==> src/rtl/pla_bist_pkg.sv <==
package pla_bist_pkg;

    // Phase code: bit 1 drives the true-line block, bit 0 the complement block.
    typedef enum logic [1:0] {
        PH_TRUE = 2'b01,
        PH_COMP = 2'b10,
        PH_ORPL = 2'b11
    } phase_e;

    typedef struct packed {
        phase_e phase;
        logic   done;
    } ctrl_state_t;

endpackage

==> src/rtl/pla_bist_ctrl.sv <==
module pla_bist_ctrl
    import pla_bist_pkg::*;
(
    input  logic clk,
    input  logic rst_n,
    input  logic test_init,
    input  logic row_tap_hit,
    input  logic col_wrap_hit,
    output logic run,
    output logic col_step,
    output logic row_reload,
    output logic row_park,
    output logic or_mode,
    output logic walk_zero,
    output logic [1:0] phase_code,
    output logic done
);

    ctrl_state_t st_d, st_q;
    logic        phase_end;
    logic        last_phase;

    always_comb begin
        st_d       = st_q;
        run        = test_init & ~st_q.done;
        col_step   = run & row_tap_hit;
        phase_end  = col_step & col_wrap_hit;
        last_phase = (st_q.phase == PH_ORPL);
        row_reload = phase_end & ~last_phase;
        row_park   = phase_end & last_phase;
        if (phase_end) begin
            if (last_phase) begin
                st_d.done = 1'b1;
            end else begin
                st_d.phase = phase_e'(st_q.phase + 2'd1);
            end
        end
    end

    always_ff @(posedge clk or negedge rst_n) begin
        if (!rst_n) begin
            st_q.phase <= PH_TRUE;
            st_q.done  <= 1'b0;
        end else begin
            st_q <= st_d;
        end
    end

    assign or_mode    = (st_q.phase == PH_ORPL);
    assign walk_zero  = (st_q.phase != PH_TRUE);
    assign phase_code = st_q.phase;
    assign done       = st_q.done;

    // the phase only ever moves one step forward
    p_phase_step_r5: assert property (@(posedge clk) disable iff (!rst_n)
        (st_q.phase != $past(st_q.phase)) |-> (st_q.phase == phase_e'($past(st_q.phase) + 2'd1)));

    // done is sticky
    p_done_sticky_r8: assert property (@(posedge clk) disable iff (!rst_n)
        st_q.done |=> st_q.done);

    // no phase movement while paused
    p_phase_pause_r9: assert property (@(posedge clk) disable iff (!rst_n)
        !test_init |=> $stable(st_q.phase));

endmodule

==> src/rtl/pla_row_ring.sv <==
module pla_row_ring #(
    parameter int N_IN  = 4,
    parameter int N_OUT = 2,
    localparam int ROW_W = N_IN + 1,
    localparam int TAP_W = $clog2(ROW_W)
) (
    input  logic             clk,
    input  logic             rst_n,
    input  logic             adv,
    input  logic             reload,
    input  logic             park,
    input  logic             or_mode,
    input  logic             walk_zero,
    output logic [ROW_W-1:0] cells,
    output logic             tap_hit
);

    typedef struct packed {
        logic [ROW_W-1:0] cells;
    } row_state_t;

    row_state_t       rs_d, rs_q;
    logic [TAP_W-1:0] tap;
    logic             act_lvl;

    always_comb begin
        rs_d    = rs_q;
        tap     = or_mode ? TAP_W'(N_OUT) : TAP_W'(N_IN);
        act_lvl = ~walk_zero;
        tap_hit = (rs_q.cells[tap] == act_lvl);
        if (park) begin
            rs_d.cells = '1;
        end else if (reload) begin
            rs_d.cells    = '1;
            rs_d.cells[0] = 1'b0;
        end else if (adv) begin
            for (int k = 0; k < ROW_W; k++) begin
                if (k == 0) begin
                    rs_d.cells[k] = rs_q.cells[tap];
                end else if (or_mode && (k > N_OUT)) begin
                    rs_d.cells[k] = 1'b1;
                end else begin
                    rs_d.cells[k] = rs_q.cells[k-1];
                end
            end
        end
    end

    always_ff @(posedge clk or negedge rst_n) begin
        if (!rst_n) begin
            rs_q.cells <= ROW_W'(1);
        end else begin
            rs_q <= rs_d;
        end
    end

    assign cells = rs_q.cells;

    // exactly one active cell during the walking-one pass
    p_row_single_one_r2: assert property (@(posedge clk) disable iff (!rst_n)
        !walk_zero |-> ($countones(rs_q.cells) == 1));

    // never more than one low cell during walking-zero passes
    p_row_single_zero_r4: assert property (@(posedge clk) disable iff (!rst_n)
        walk_zero |-> ($countones(~rs_q.cells) <= 1));

endmodule

==> src/rtl/pla_col_ring.sv <==
module pla_col_ring #(
    parameter int N_PROD = 3,
    localparam int COL_W = N_PROD + 1
) (
    input  logic             clk,
    input  logic             rst_n,
    input  logic             adv,
    output logic [COL_W-1:0] cells,
    output logic             wrap_hit
);

    typedef struct packed {
        logic [COL_W-1:0] cells;
    } col_state_t;

    col_state_t cs_d, cs_q;

    always_comb begin
        cs_d     = cs_q;
        wrap_hit = ~cs_q.cells[N_PROD-1];
        if (adv) begin
            cs_d.cells = {cs_q.cells[COL_W-2:0], cs_q.cells[COL_W-1]};
        end
    end

    always_ff @(posedge clk or negedge rst_n) begin
        if (!rst_n) begin
            cs_q.cells <= {1'b0, {N_PROD{1'b1}}};
        end else begin
            cs_q <= cs_d;
        end
    end

    assign cells = cs_q.cells;

    // the column ring always carries exactly one zero
    p_col_one_zero_r3: assert property (@(posedge clk) disable iff (!rst_n)
        $countones(~cs_q.cells) == 1);

endmodule

==> src/rtl/pla_bist_seq.sv <==
module pla_bist_seq #(
    parameter int N_IN   = 4,
    parameter int N_OUT  = 2,
    parameter int N_PROD = 3
) (
    input  logic              clk,
    input  logic              rst_n,
    input  logic              test_init,
    output logic [N_IN-1:0]   row_pat,
    output logic [N_PROD-1:0] col_pat,
    output logic              true_blk,
    output logic              comp_blk,
    output logic              or_test_n,
    output logic              done
);

    localparam int ROW_W = N_IN + 1;
    localparam int COL_W = N_PROD + 1;

    logic             run;
    logic             col_step;
    logic             row_reload;
    logic             row_park;
    logic             or_mode;
    logic             walk_zero;
    logic [1:0]       phase_code;
    logic             row_tap_hit;
    logic             col_wrap_hit;
    logic [ROW_W-1:0] row_cells;
    logic [COL_W-1:0] col_cells;

    pla_bist_ctrl u_ctrl (
        .clk          (clk),
        .rst_n        (rst_n),
        .test_init    (test_init),
        .row_tap_hit  (row_tap_hit),
        .col_wrap_hit (col_wrap_hit),
        .run          (run),
        .col_step     (col_step),
        .row_reload   (row_reload),
        .row_park     (row_park),
        .or_mode      (or_mode),
        .walk_zero    (walk_zero),
        .phase_code   (phase_code),
        .done         (done)
    );

    pla_row_ring #(
        .N_IN  (N_IN),
        .N_OUT (N_OUT)
    ) u_row (
        .clk       (clk),
        .rst_n     (rst_n),
        .adv       (run),
        .reload    (row_reload),
        .park      (row_park),
        .or_mode   (or_mode),
        .walk_zero (walk_zero),
        .cells     (row_cells),
        .tap_hit   (row_tap_hit)
    );

    pla_col_ring #(
        .N_PROD (N_PROD)
    ) u_col (
        .clk      (clk),
        .rst_n    (rst_n),
        .adv      (col_step),
        .cells    (col_cells),
        .wrap_hit (col_wrap_hit)
    );

    // Rows beyond the OR-plane sweep are held inactive during that pass.
    for (genvar k = 0; k < N_IN; k++) begin : g_row_out
        if (k < N_OUT) begin : g_live
            assign row_pat[k] = row_cells[k];
        end else begin : g_masked
            assign row_pat[k] = row_cells[k] | or_mode;
        end
    end

    assign col_pat   = col_cells[N_PROD-1:0];
    assign true_blk  = phase_code[1] & test_init;
    assign comp_blk  = phase_code[0] & test_init;
    assign or_test_n = ~(test_init & or_mode & ~done);

    // OR-plane selection only with both bit-line groups blocked
    p_or_sel_blocks_r6: assert property (@(posedge clk) disable iff (!rst_n)
        !or_test_n |-> (true_blk && comp_blk));

    // patterns and done hold while paused
    p_pause_hold_r9: assert property (@(posedge clk) disable iff (!rst_n)
        !test_init |=> ($stable(row_pat) && $stable(col_pat) && $stable(done)));

    // patterns frozen once finished
    p_done_freeze_r8: assert property (@(posedge clk) disable iff (!rst_n)
        done |=> ($stable(row_pat) && $stable(col_pat)));

    // finished state releases OR-plane selection
    p_done_release_r8: assert property (@(posedge clk) disable iff (!rst_n)
        done |-> or_test_n);

endmodule

==> config.mk <==
export PLATFORM = sky130hd
export DESIGN_NAME = pla_bist_seq
export DESIGN_NICKNAME = d
export VERILOG_FILES = /design/src/rtl/pla_bist_pkg.sv /design/src/rtl/pla_bist_ctrl.sv /design/src/rtl/pla_row_ring.sv /design/src/rtl/pla_col_ring.sv /design/src/rtl/pla_bist_seq.sv
export SDC_FILE = /design/constraint.sdc
export NUM_CORES = 1
export LEC_CHECK = 0
export ABC_AREA = 1
export CAP_MARGIN = 10
export CORE_AREA = 2 2 39 41
export CTS_CLUSTER_SIZE = 8
export DETAILED_ROUTE_END_ITERATION = 8
export DIE_AREA = 0 0 41 43
export DONT_BUFFER_PORTS = 1
export GPL_TIMING_DRIVEN = 0
export PLACE_DENSITY = 0.79
export SYNTH_ARGS = -nofsm -noshare
export SYNTH_HDL_FRONTEND = slang
export SYNTH_SLANG_ARGS = --single-unit
==> constraint.sdc <==
create_clock -name clk -period 2.1 [get_ports clk]
set_input_delay 0.105 -clock clk [delete_from_list [all_inputs] [get_ports clk]]
set_output_delay 0.105 -clock clk [all_outputs]
set_load 0.02 [all_outputs]
Word level (Yosys, flattened, before mapping) --
Index checks and enable logic that the tools add are counted.
Operators by class: reductions and logical operators 3, mux-type cells 8, bitwise operators 16, eq/ne operators 3, $add $sub $neg 1, order comparisons 1
Operators with widths (count):
- $mux 5 | 3
- $and 1x1->1 | 9
- $not 1->1 | 5
- $lt 3x4->1 const B | 1
- $reduce_and 2->1 | 2
- $bmux 1 s3 | 1
- $mux 1 | 3
- $mux 3 | 1
- $reduce_bool 3->1 | 1
- $add 2x1->2 const B | 1
- $eq 2x2->1 const B | 1
- $ne 2x1->1 const B | 1
- $or 1x1->1 | 2
- $eq 1x1->1 | 1
Storage, ports and cells: input bits 3, register bits after elaboration 12, output and inout port bits 11, word-level logic and storage cells 36

Longest topological paths before layout --
Gate-level depths: netlist of the first run.
depth in word-level cells 10, depth in mapped cells 11, mapped depth without buffers 10

Modules after synthesis --
From an unflattened synthesis of the first run, not the netlist that was laid out.
Unflattened totals: cell total of the unflattened synthesis 89, area, all modules 658.1 µm²
Modules (own cells, without submodules):
- pla_row_ring | sequential area each 126.4 µm², instances 1, area each 240.2 µm², cells an instance 32
- pla_bist_ctrl | sequential area each 76.3 µm², instances 1, area each 219.0 µm², cells an instance 28
- pla_col_ring | sequential area each 103.8 µm², instances 1, area each 156.4 µm², cells an instance 18
- pla_bist_seq | sequential area each 0.0 µm², instances 1, area each 42.5 µm², cells an instance 11

Least setup slack after synthesis of the first run --
Ideal clock, no wire load.
path type register -> register, from register u_ctrl.st_q (netlist bit u_ctrl.phase_code[0]), to register u_ctrl.st_q (netlist bit u_ctrl.phase_code[1]), required time 1983 ps, stages on the path, launching flop included 12, setup time 117 ps, path slack 514 ps, period minus slack after synthesis 1586 ps, path buffers 1, arrival time 1469 ps, cell sequence dfstp_2 -> ha_1 -> inv_2 -> nand2_1 -> nand3_2 -> nand3_2 -> nand2_2 -> nor2_2 -> buf_6 -> nand3_2 -> nand2_1 -> nand2_1
On the way: word-level cells in the longest chain between the ends 8, elaborated cells between the ends (all ways) 12, those cells by class add/sub (1); eq/ne (3); mux (3); bitwise (4); reduce/logical (1)
RTL lines:
- start: declaration | RTL line pla_bist_ctrl.sv:19 | ctrl_state_t st_d, st_q;
- start signal: assignment | RTL line pla_bist_ctrl.sv:45 | st_q <= st_d;
- $eq 2x2->1 | RTL line pla_bist_ctrl.sv:28, pla_bist_ctrl.sv:49
- $mux 3 | RTL line pla_row_ring.sv:28 | tap = or_mode ? TAP_W'(N_OUT) : TAP_W'(N_IN);
- $bmux 1 s3 | RTL line pla_row_ring.sv:30 | tap_hit = (rs_q.cells[tap] == act_lvl);
- $mux 1 (implied by the code) | RTL line pla_row_ring.sv:30
- $eq 1x1->1 | RTL line pla_row_ring.sv:30
- $and 1x1->1 | RTL line pla_bist_ctrl.sv:26 | col_step = run & row_tap_hit;
- $and 1x1->1 | RTL line pla_bist_ctrl.sv:27 | phase_end = col_step & col_wrap_hit;
- $reduce_and 2->1 (no line)
Several ways; a longest one is shown, not always the timed one. The select of a mux whose other input is x is not followed. A chain may end at the register's enable or synchronous reset.

Worst setup path in the final report of the first run --
Ends and elaborated chain as after synthesis.

==> results of run 1 <==
-- where the power goes --
part / internal, mW / leakage (nW) / switching, mW
Combinational: 0.00129 / 0.239 / 0.00443
Clock: 0.105 / 0.0210 / 0.0801
Sequential: 0.231 / 0.144 / 0
Total: 0.338 / 0.405 / 0.0845
-- layout by cell type, fill, tap and decap left out, types with 3 or more instances in the layout --
| cell type | netlist | final |
|---|---|---|
| a21oi_1 | 5 | 5 |
| buf_4 | 5 | 5 |
| clkbuf_4 | 0 | 3 |
| dfrtp_1 | 7 | 7 |
| dfstp_2 | 5 | 5 |
| ha_1 | 3 | 3 |
| inv_1 | 11 | 11 |
| nand2_1 | 22 | 22 |
| nand3_2 | 3 | 3 |
| nor2_1 | 8 | 8 |
-- cell families (layout without fill, tap and decap cells) --
family          after synthesis  in the layout  synth area share
flops                        12             12             0.440
buf+inv                      19             24             0.147
compound gates                9              9            0.0718
simple gates                 42             42             0.287
fa+ha+maj                     3              3            0.0539
-- final timing paths --
kind | startpoint | end | slack, ns | cells past startpoint
worst min register to register | u_col.cells[1]$_DFFE_PN1P_ | u_col.cells[1]$_DFFE_PN1P_ | 0.47 | 2
worst max register to register | u_ctrl.phase_code[0]$_DFFE_PN1P_ | u_ctrl.phase_code[1]$_DFFE_PN0P_ | 0.34 | 11
worst min-delay path | test_init | u_row.cells[0]$_DFFE_PN1P_ | 0.17 | 3
worst max-delay path | u_ctrl.phase_code[0]$_DFFE_PN1P_ | u_ctrl.phase_code[1]$_DFFE_PN0P_ | 0.34 | 11
max in group asynchronous | rst_n | u_col.cells[1]$_DFFE_PN1P_ | 1.47 | 1
min in group asynchronous | rst_n | u_row.cells[4]$_DFFE_PN0P_ | 0.25 | 1
-- registers in the layout (all words and copies together), names as in the netlist --
signal             count
u_ctrl.done            1
u_row.cells            5
u_col.cells            4
u_ctrl.phase_code      2
-- through the flow --
step | cell area (µm²) | std cells | setup slack, ns | power [mW]
finish | 763 | 106 | 0.341 | 0.423
global route | 763 | 106 | 0.231 | 0.440
CTS | 763 | 106 | 0.336 | 0.432
detailed placement | 717 | 101 | 0.352 | 0.236
global placement | 717 | 101 | 0.386 | 0.236
floorplan | 697 | 85 | 0.514 | 0.236
-- cell type report --
type / count / share of cell area
sequential: 12 / 0.402
multi-input combinational: 54 / 0.377
inverter: 13 / 0.0705
buffer: 6 / 0.0639
clock buffer: 4 / 0.0475
tap: 16 / 0.0262
timing repair buffer: 1 / 0.0131
-- routing by layer --
| layer | part of all wire | up-vias | track usage |
|---|---|---|---|
| met5 | 0 | - | 0 |
| met4 | 0.016 | 0 | 0.100 |
| met3 | 0.061 | 2 | 0.0314 |
| met2 | 0.46 | 16 | 0.228 |
| met1 | 0.46 | 238 | 0.226 |
| li1 | - | 269 | - |
-- critical path: cells and delay by family (launching register included) --
kind / cells / cell delay, ns
DFF: 1 / 0.59
buffers and inverters: 2 / 0.21
adders and majority gates: 1 / 0.25
and+or+nand+nor: 8 / 0.59
==> summary.txt, run 1 <==
Logic synthesis
  • Ys Warns: 0
  • Syn Nets: approximately 90
  • Async SR Flop Fraction: 1.00
  • Register area share after synthesis: 0.440
  • Post-synth EDFFs: 0
  • Mapped cell area: 697 µm²
  • Syn Area/Cell: 8.20 µm²
  • Ranking of synthesized cells by area: dfrtp_1 (25%), dfstp_2 (19%), nand2_1 (12%)
  • Post-synth top flop: dfrtp_1
  • Commonest cells post-synth: nand2_1 (22), inv_1 (11), nor2_1 (8), dfrtp_1 (7)
  • Synth unique cells: 21
  • Post-synth top area cell: dfrtp_1
  • Count leader, synth: nand2_1
  • Share of the synthesized area in the top cell type: 0.251
  • Post-synthesis register bit count: 12
  • Cells after Synth: 85

Drt
  • Avg Vias per Cell: 4.95
  • Routed Antenna Nets: 0
  • DRT iter0 DRCs: 10
  • Wire per inst: 11.5 µm
  • Drt pass-1 iters: 4
  • WL final: 1220 µm
  • DRC Markers: 0
  • DR vias: 525

Outcome
  • Status: complete, no violations

Setup path
  • CP arrival: approximately 1.9 ns
  • CP max-delay cell: dfstp_2
  • Critical Path RT: 2.27 ns
  • Max stage delay on crit path: 0.59 ns
  • Crit path max fanout: 10
  • CP Cell Sequence: ha_1 > inv_2 > nand2_1 > nand3_2 > nand3_2 > nand2_2 > nor2_2 > buf_6 > nand3_2 > nand2_1 > nand2_1
  • Critical path type: flip-flop to flip-flop
  • Crit start category: flip-flop
  • CP endpoint kind: flip-flop

GRT
  • Overflow after GRT: 0
  • Largest net degree at the start of global routing: 13
  • First-pass GRT wire length: approximately 1900 µm
  • Vias in the first global route: 457
  • Initial antenna violation count: 0
  • GRT Overall Usage: 0.164

Clock network
  • Post-CTS setup buffer count: 0
  • Hold buffer count at cts: 1
  • TritonCTS Buffers: 3
  • H-tree depth: 1
  • Clk_lat worst skew: 0.28 ns
  • Buffer depth of the longest clock path: 2
  • Root buffer cell: clkbuf_4
  • CTS resizes: 0
  • CTS tree: done
  • Num Clock Sinks: 12
  • Clk pin slew, worst setup/hold paths: around 0.080 ns

Min path
  • Hold WC Path Type: input pin to flip-flop

Floorplan
  • Core Area: 0.00138 mm²
  • Ports: 14
  • Row count: 14
  • Chip width: 41 µm
  • Initial core utilization: 0.504
  • Die H: 43 µm
  • Die footprint: 0.00176 mm²

Flow run
  • Max-Cap Viols: 0

Cells and area
  • Area of the multi-input gates: 288 µm²
  • Nets: 97
  • Antenna cell count: 0
  • Area grow syn2layout: 9.52%
  • Fin util: 0.552
  • Register Area: 307 µm²
  • # fillers: 123
  • Share of layout cells above drive strength 1: 0.289

Timing
  • Setup total negative slack: 0 ns
  • Min Tclk post-route: 1.76 ns
  • Final period util: 0.837
  • Fmax: 569 MHz
  • RSZ-0062 raised after global routing: no
  • Fin. max-slew vios: 0
  • Slew @ Worst Pin: 0.557 ns
  • Final Hold Viols: 0
  • Max transition margin: 0.627
  • Setup violators final: 0
  • Worst hold margin: 0.168 ns
  • Clk_skew: 0.00516 ns

Power
  • Power per cell area: 554 mW/mm²
  • Peak VDD IR: 0.000367 V
  • P_leak: 0.405 nW

Placed design
  • HPWL Detailed: 853 µm
  • I/O Buffers: 0
  • Routability Congestion: 0.710
(Power assumes the default switching activity.)
==> run 2: changes to the inputs <==
- ABC_AREA: 1 -> 0
- CORE_AREA: 2 2 39 41 -> default
- CORE_MARGIN: default -> 1.5
- CORE_UTILIZATION: default -> 53
- DIE_AREA: 0 0 41 43 -> default
- PLACE_DENSITY: 0.79 -> 0.83
- clock period: 2.1 -> 1.5 ns (I/O delays scaled with it)
==> run 2 against run 1 <==
Count of clock-buffer cells in the layout is the same. First-iteration DRC count stayed put. Largest power group is now combinational cells. Sequential cell count did not move. Critical path depth down 6. Critical endpoint is now u_col.cells[3]$_DFFE_PN0P_. Final area is 27% higher. Critical path type unchanged. The flow now finishes with violations (setup timing). Worst hold slack improved by 0.050 ns. Combinational power grew to 220 times the previous value. Clock power grew 43%.
==> summary.txt, run 2 <==
Clock network
  • Clk_lat worst skew: 0.28 ns (about the same)
  • TritonCTS Buffers: 3 (unchanged)
  • Buffer depth of the longest clock path: 2 (unchanged)
  • H-tree depth: 1 (unchanged)
  • CTS tree: done (unchanged)
  • Num Clock Sinks: 12 (unchanged)
  • Root buffer cell: clkbuf_4 (unchanged)
  • Clk pin slew, worst setup/hold paths: 0.08 ns (about the same)

Power
  • Peak VDD IR: 0.00138 V (was 0.000367 V)
  • Power per cell area: 2190 mW/mm² (was 554 mW/mm²)
  • P_leak: 0.395 nW (was 0.405 nW)

Floorplan
  • Die footprint: 0.00158 mm² (was 0.00176 mm²)
  • Row count: 13 (was 14)
  • Core Area: 0.00128 mm² (was 0.00138 mm²)
  • Chip width: 39.8 µm (was 41 µm)
  • Ports: 14 (unchanged)
  • Die H: 39.8 µm (was 43 µm)
  • Initial core utilization: 0.558 (was 0.504)

Setup path
  • Crit path max fanout: 4 (was 10)
  • FF-to-FF setup slack: -0.38 ns (was 0.34 ns)
  • Critical Path RT: 1.67 ns (was 2.27 ns)
  • Crit start category: flip-flop (unchanged)
  • Origin of the critical flop-to-flop path: u_ctrl.phase_code[0]$_DFFE_PN1P_ (unchanged)
  • CP endpoint kind: flip-flop (unchanged)
  • R2r worst-path depth: 5 (was 11)
  • Critical path destination: u_col.cells[3]$_DFFE_PN0P_ (was u_ctrl.phase_code[1]$_DFFE_PN0P_)
  • Worst setup path startpoint: u_ctrl.phase_code[0]$_DFFE_PN1P_ (unchanged)
  • CP arrival: 2.05 ns (was 1.93 ns)
  • Worst R2R End: u_col.cells[3]$_DFFE_PN0P_ (was u_ctrl.phase_code[1]$_DFFE_PN0P_)
  • Critical path type: flip-flop to flip-flop (unchanged)

Timing
  • Slew @ Worst Pin: 0.564 ns (was 0.557 ns)
  • Final period util: 1.25 (was 0.837)
  • Setup violators final: 14 (was 0)
  • RSZ-0062 raised after global routing: yes (was no)
  • Fin. max-slew vios: 0 (unchanged)
  • Fmax: 533 MHz (was 569 MHz)
  • Final Hold Viols: 0 (unchanged)
  • Clk_skew: 0.00156 ns (was 0.00516 ns)
  • Min Tclk post-route: 1.88 ns (was 1.76 ns)
  • Max transition margin: 0.623 (was 0.627)
  • Worst hold margin: 0.218 ns (was 0.168 ns)
  • Final WS setup: -0.378 ns (was 0.341 ns)

Logic synthesis
  • Syn Nets: 76 (was 91)
  • Post-synth top area cell: dfrtp_1 (unchanged)
  • Synth unique cells: 28 (was 21)
  • Share of the synthesized area in the top cell type: 0.244 (was 0.251)
  • Ranking of synthesized cells by area: dfrtp_1 (24%), dfstp_2 (18%), mux2_1 (6.3%) (was dfrtp_1 (25%), dfstp_2 (19%), nand2_1 (12%))
  • Commonest cells post-synth: dfrtp_1 (7), nor2_1 (6), buf_4 (5), dfstp_2 (5) (was nand2_1 (22), inv_1 (11), nor2_1 (8), dfrtp_1 (7))
  • Post-synth EDFFs: 0 (unchanged)
  • Ys Warns: 0 (unchanged)
  • Count leader, synth: dfrtp_1 (was nand2_1)
  • Post-synthesis register bit count: 12 (unchanged)
  • Post-synth top flop: dfrtp_1 (unchanged)
  • Async SR Flop Fraction: 1.00 (unchanged)
  • Syn Area/Cell: 10.2 µm² (was 8.20 µm²)
  • Register area share after synthesis: 0.428 (was 0.440)
  • Cells after Synth: 70 (was 85)
  • Mapped cell area: 717 µm² (was 697 µm²)

Outcome
  • Status: complete, but fails checks (was complete, no violations)
  • Failing checks: setup timing

GRT
  • Vias in the first global route: 522 (was 457)
  • GRT Max-Usage Layer: met2 (unchanged)
  • Initial antenna violation count: 0 (unchanged)
  • Met2 GRT Util: 0.393 (was 0.228)
  • Global-route met3 utilization: 0.0966 (was 0.0314)
  • GR Layer Usage met1: 0.300 (was 0.226)
  • GRT Overall Usage: 0.243 (was 0.164)
  • First-pass GRT wire length: 2440 µm (was 1920 µm)
  • Largest net degree at the start of global routing: 13 (unchanged)
  • Overflow after GRT: 0 (unchanged)

Drt
  • WL final: 1720 µm (was 1220 µm)
  • DR vias: 554 (was 525)
  • Wire per inst: 17.6 µm (was 11.5 µm)
  • Routed Antenna Nets: 0 (unchanged)
  • DRT iter0 DRCs: 10 (unchanged)
  • Avg Vias per Cell: 5.65 (was 4.95)
  • DRC Markers: 0 (unchanged)
  • Drt pass-1 iters: 4 (unchanged)

Cells and area
  • Nets: 90 (was 97)
  • Max reg flops: 5 (unchanged)
  • Reg with most FFs: u_row.cells (unchanged)
  • Commonest cells after routing, fill and taps aside: buf_4 (10), dfrtp_1 (7), dfstp_2 (5) (was nand2_1 (22), inv_1 (11), nor2_1 (8))
  • Most common cell after layout, fill and taps aside: buf_4 (was nand2_1)
  • Area grow syn2layout: 35.6% (was 9.52%)
  • Share of layout cells above drive strength 1: 0.530 (was 0.289)
  • Antenna cell count: 0 (unchanged)
  • Finished Layout Cells: 98 (was 106)
  • # fillers: 84 (was 123)

Placed design
  • Placed insts: 85 (was 101)
  • Routability Congestion: 0.707 (was 0.710)
  • HPWL Detailed: 991 µm (was 853 µm)
  • I/O Buffers: 0 (unchanged)

Min path
  • Hold WC Path Type: input pin to async pin (was input pin to flip-flop)

Flow run
  • Max-Cap Viols: 0 (unchanged)
run 2: report_power, final:
part / total (mW) / switching [mW] / internal [mW] / leakage [nW]
Sequential: 0.593 / 0.147 / 0.446 / 0.125
Combinational: 1.27 / 0.672 / 0.599 / 0.249
Clock: 0.266 / 0.118 / 0.148 / 0.0210
run 2: logic make-up after synthesis:
group / synth area share
and+or+nand+nor: 0.162
AOI/OAI and AO/OA: 0.150
DFF: 0.428
buffers and inverters: 0.0803
muxes: 0.0907
xor gates and xnor gates: 0.0367
adders and majority gates: 0.0524
run 2: worst min-delay path by stage:
stage               cells past startpoint      start  slack (ns)                          endpoint
floorplan                               0      rst_n       -0.22        u_col.cells[3]$_DFFE_PN0P_
global placement                        0      rst_n       -0.22        u_row.cells[2]$_DFFE_PN0P_
detailed placement                      0      rst_n       -0.22        u_row.cells[2]$_DFFE_PN0P_
CTS                                     3  test_init        0.19  u_ctrl.phase_code[0]$_DFFE_PN1P_
global route                            3  test_init        0.23  u_ctrl.phase_code[0]$_DFFE_PN1P_
finish                                  1      rst_n        0.22  u_ctrl.phase_code[1]$_DFFE_PN0P_
run 2: repair_timing:
action	4_1_cts	5_1_grt
setup endpoints to repair	12	15
gates resized for setup	13	12
buffers inserted	5	3
hold buffers	2	0
cloned	0	0
hold endpoints to repair	13	0
pin swaps	6	8
run 2: final cells by class:
class	instances	area, µm²	area share
Buffer	7	52.6	0.0541
Clock buffer	4	36.3	0.0373
Inverter	3	11.3	0.0116
Multi-Input combinational cell	48	467	0.480
Sequential cell	12	307	0.315
Tap cell	15	18.8	0.0193
Timing Repair Buffer	9	80.1	0.0824
run 2: critical path: stages (launching register included):
cell and delay, ns:
dfstp_2 0.59, ha_4 0.17, mux2i_4 0.27, xor2_2 0.23, a31o_4 0.21, mux2_4 0.30
run 2: per-stage QoR:
stage | worst slack (ns) | cell area (µm²) | util | TNS (ns) | total power [mW]
2_1_floorplan | -0.304 | 738 | - | -1.35 | 1.18
3_3_place_gp | -0.458 | 757 | 0.589 | -3.00 | 1.28
3_5_place_dp | -0.506 | 757 | 0.589 | -3.50 | 1.31
4_1_cts | -0.358 | 901 | 0.701 | -2.37 | 1.89
5_1_grt | -0.429 | 972 | 0.757 | -3.76 | 2.24
6_report | -0.378 | 972 | 0.757 | -2.91 | 2.13
run 2: per-layer routing:
layer,routed length [µm],share of wire
met5,0,0
met2,887,0.51
met3,77,0.045
met4,13,0.0075
met1,744,0.43
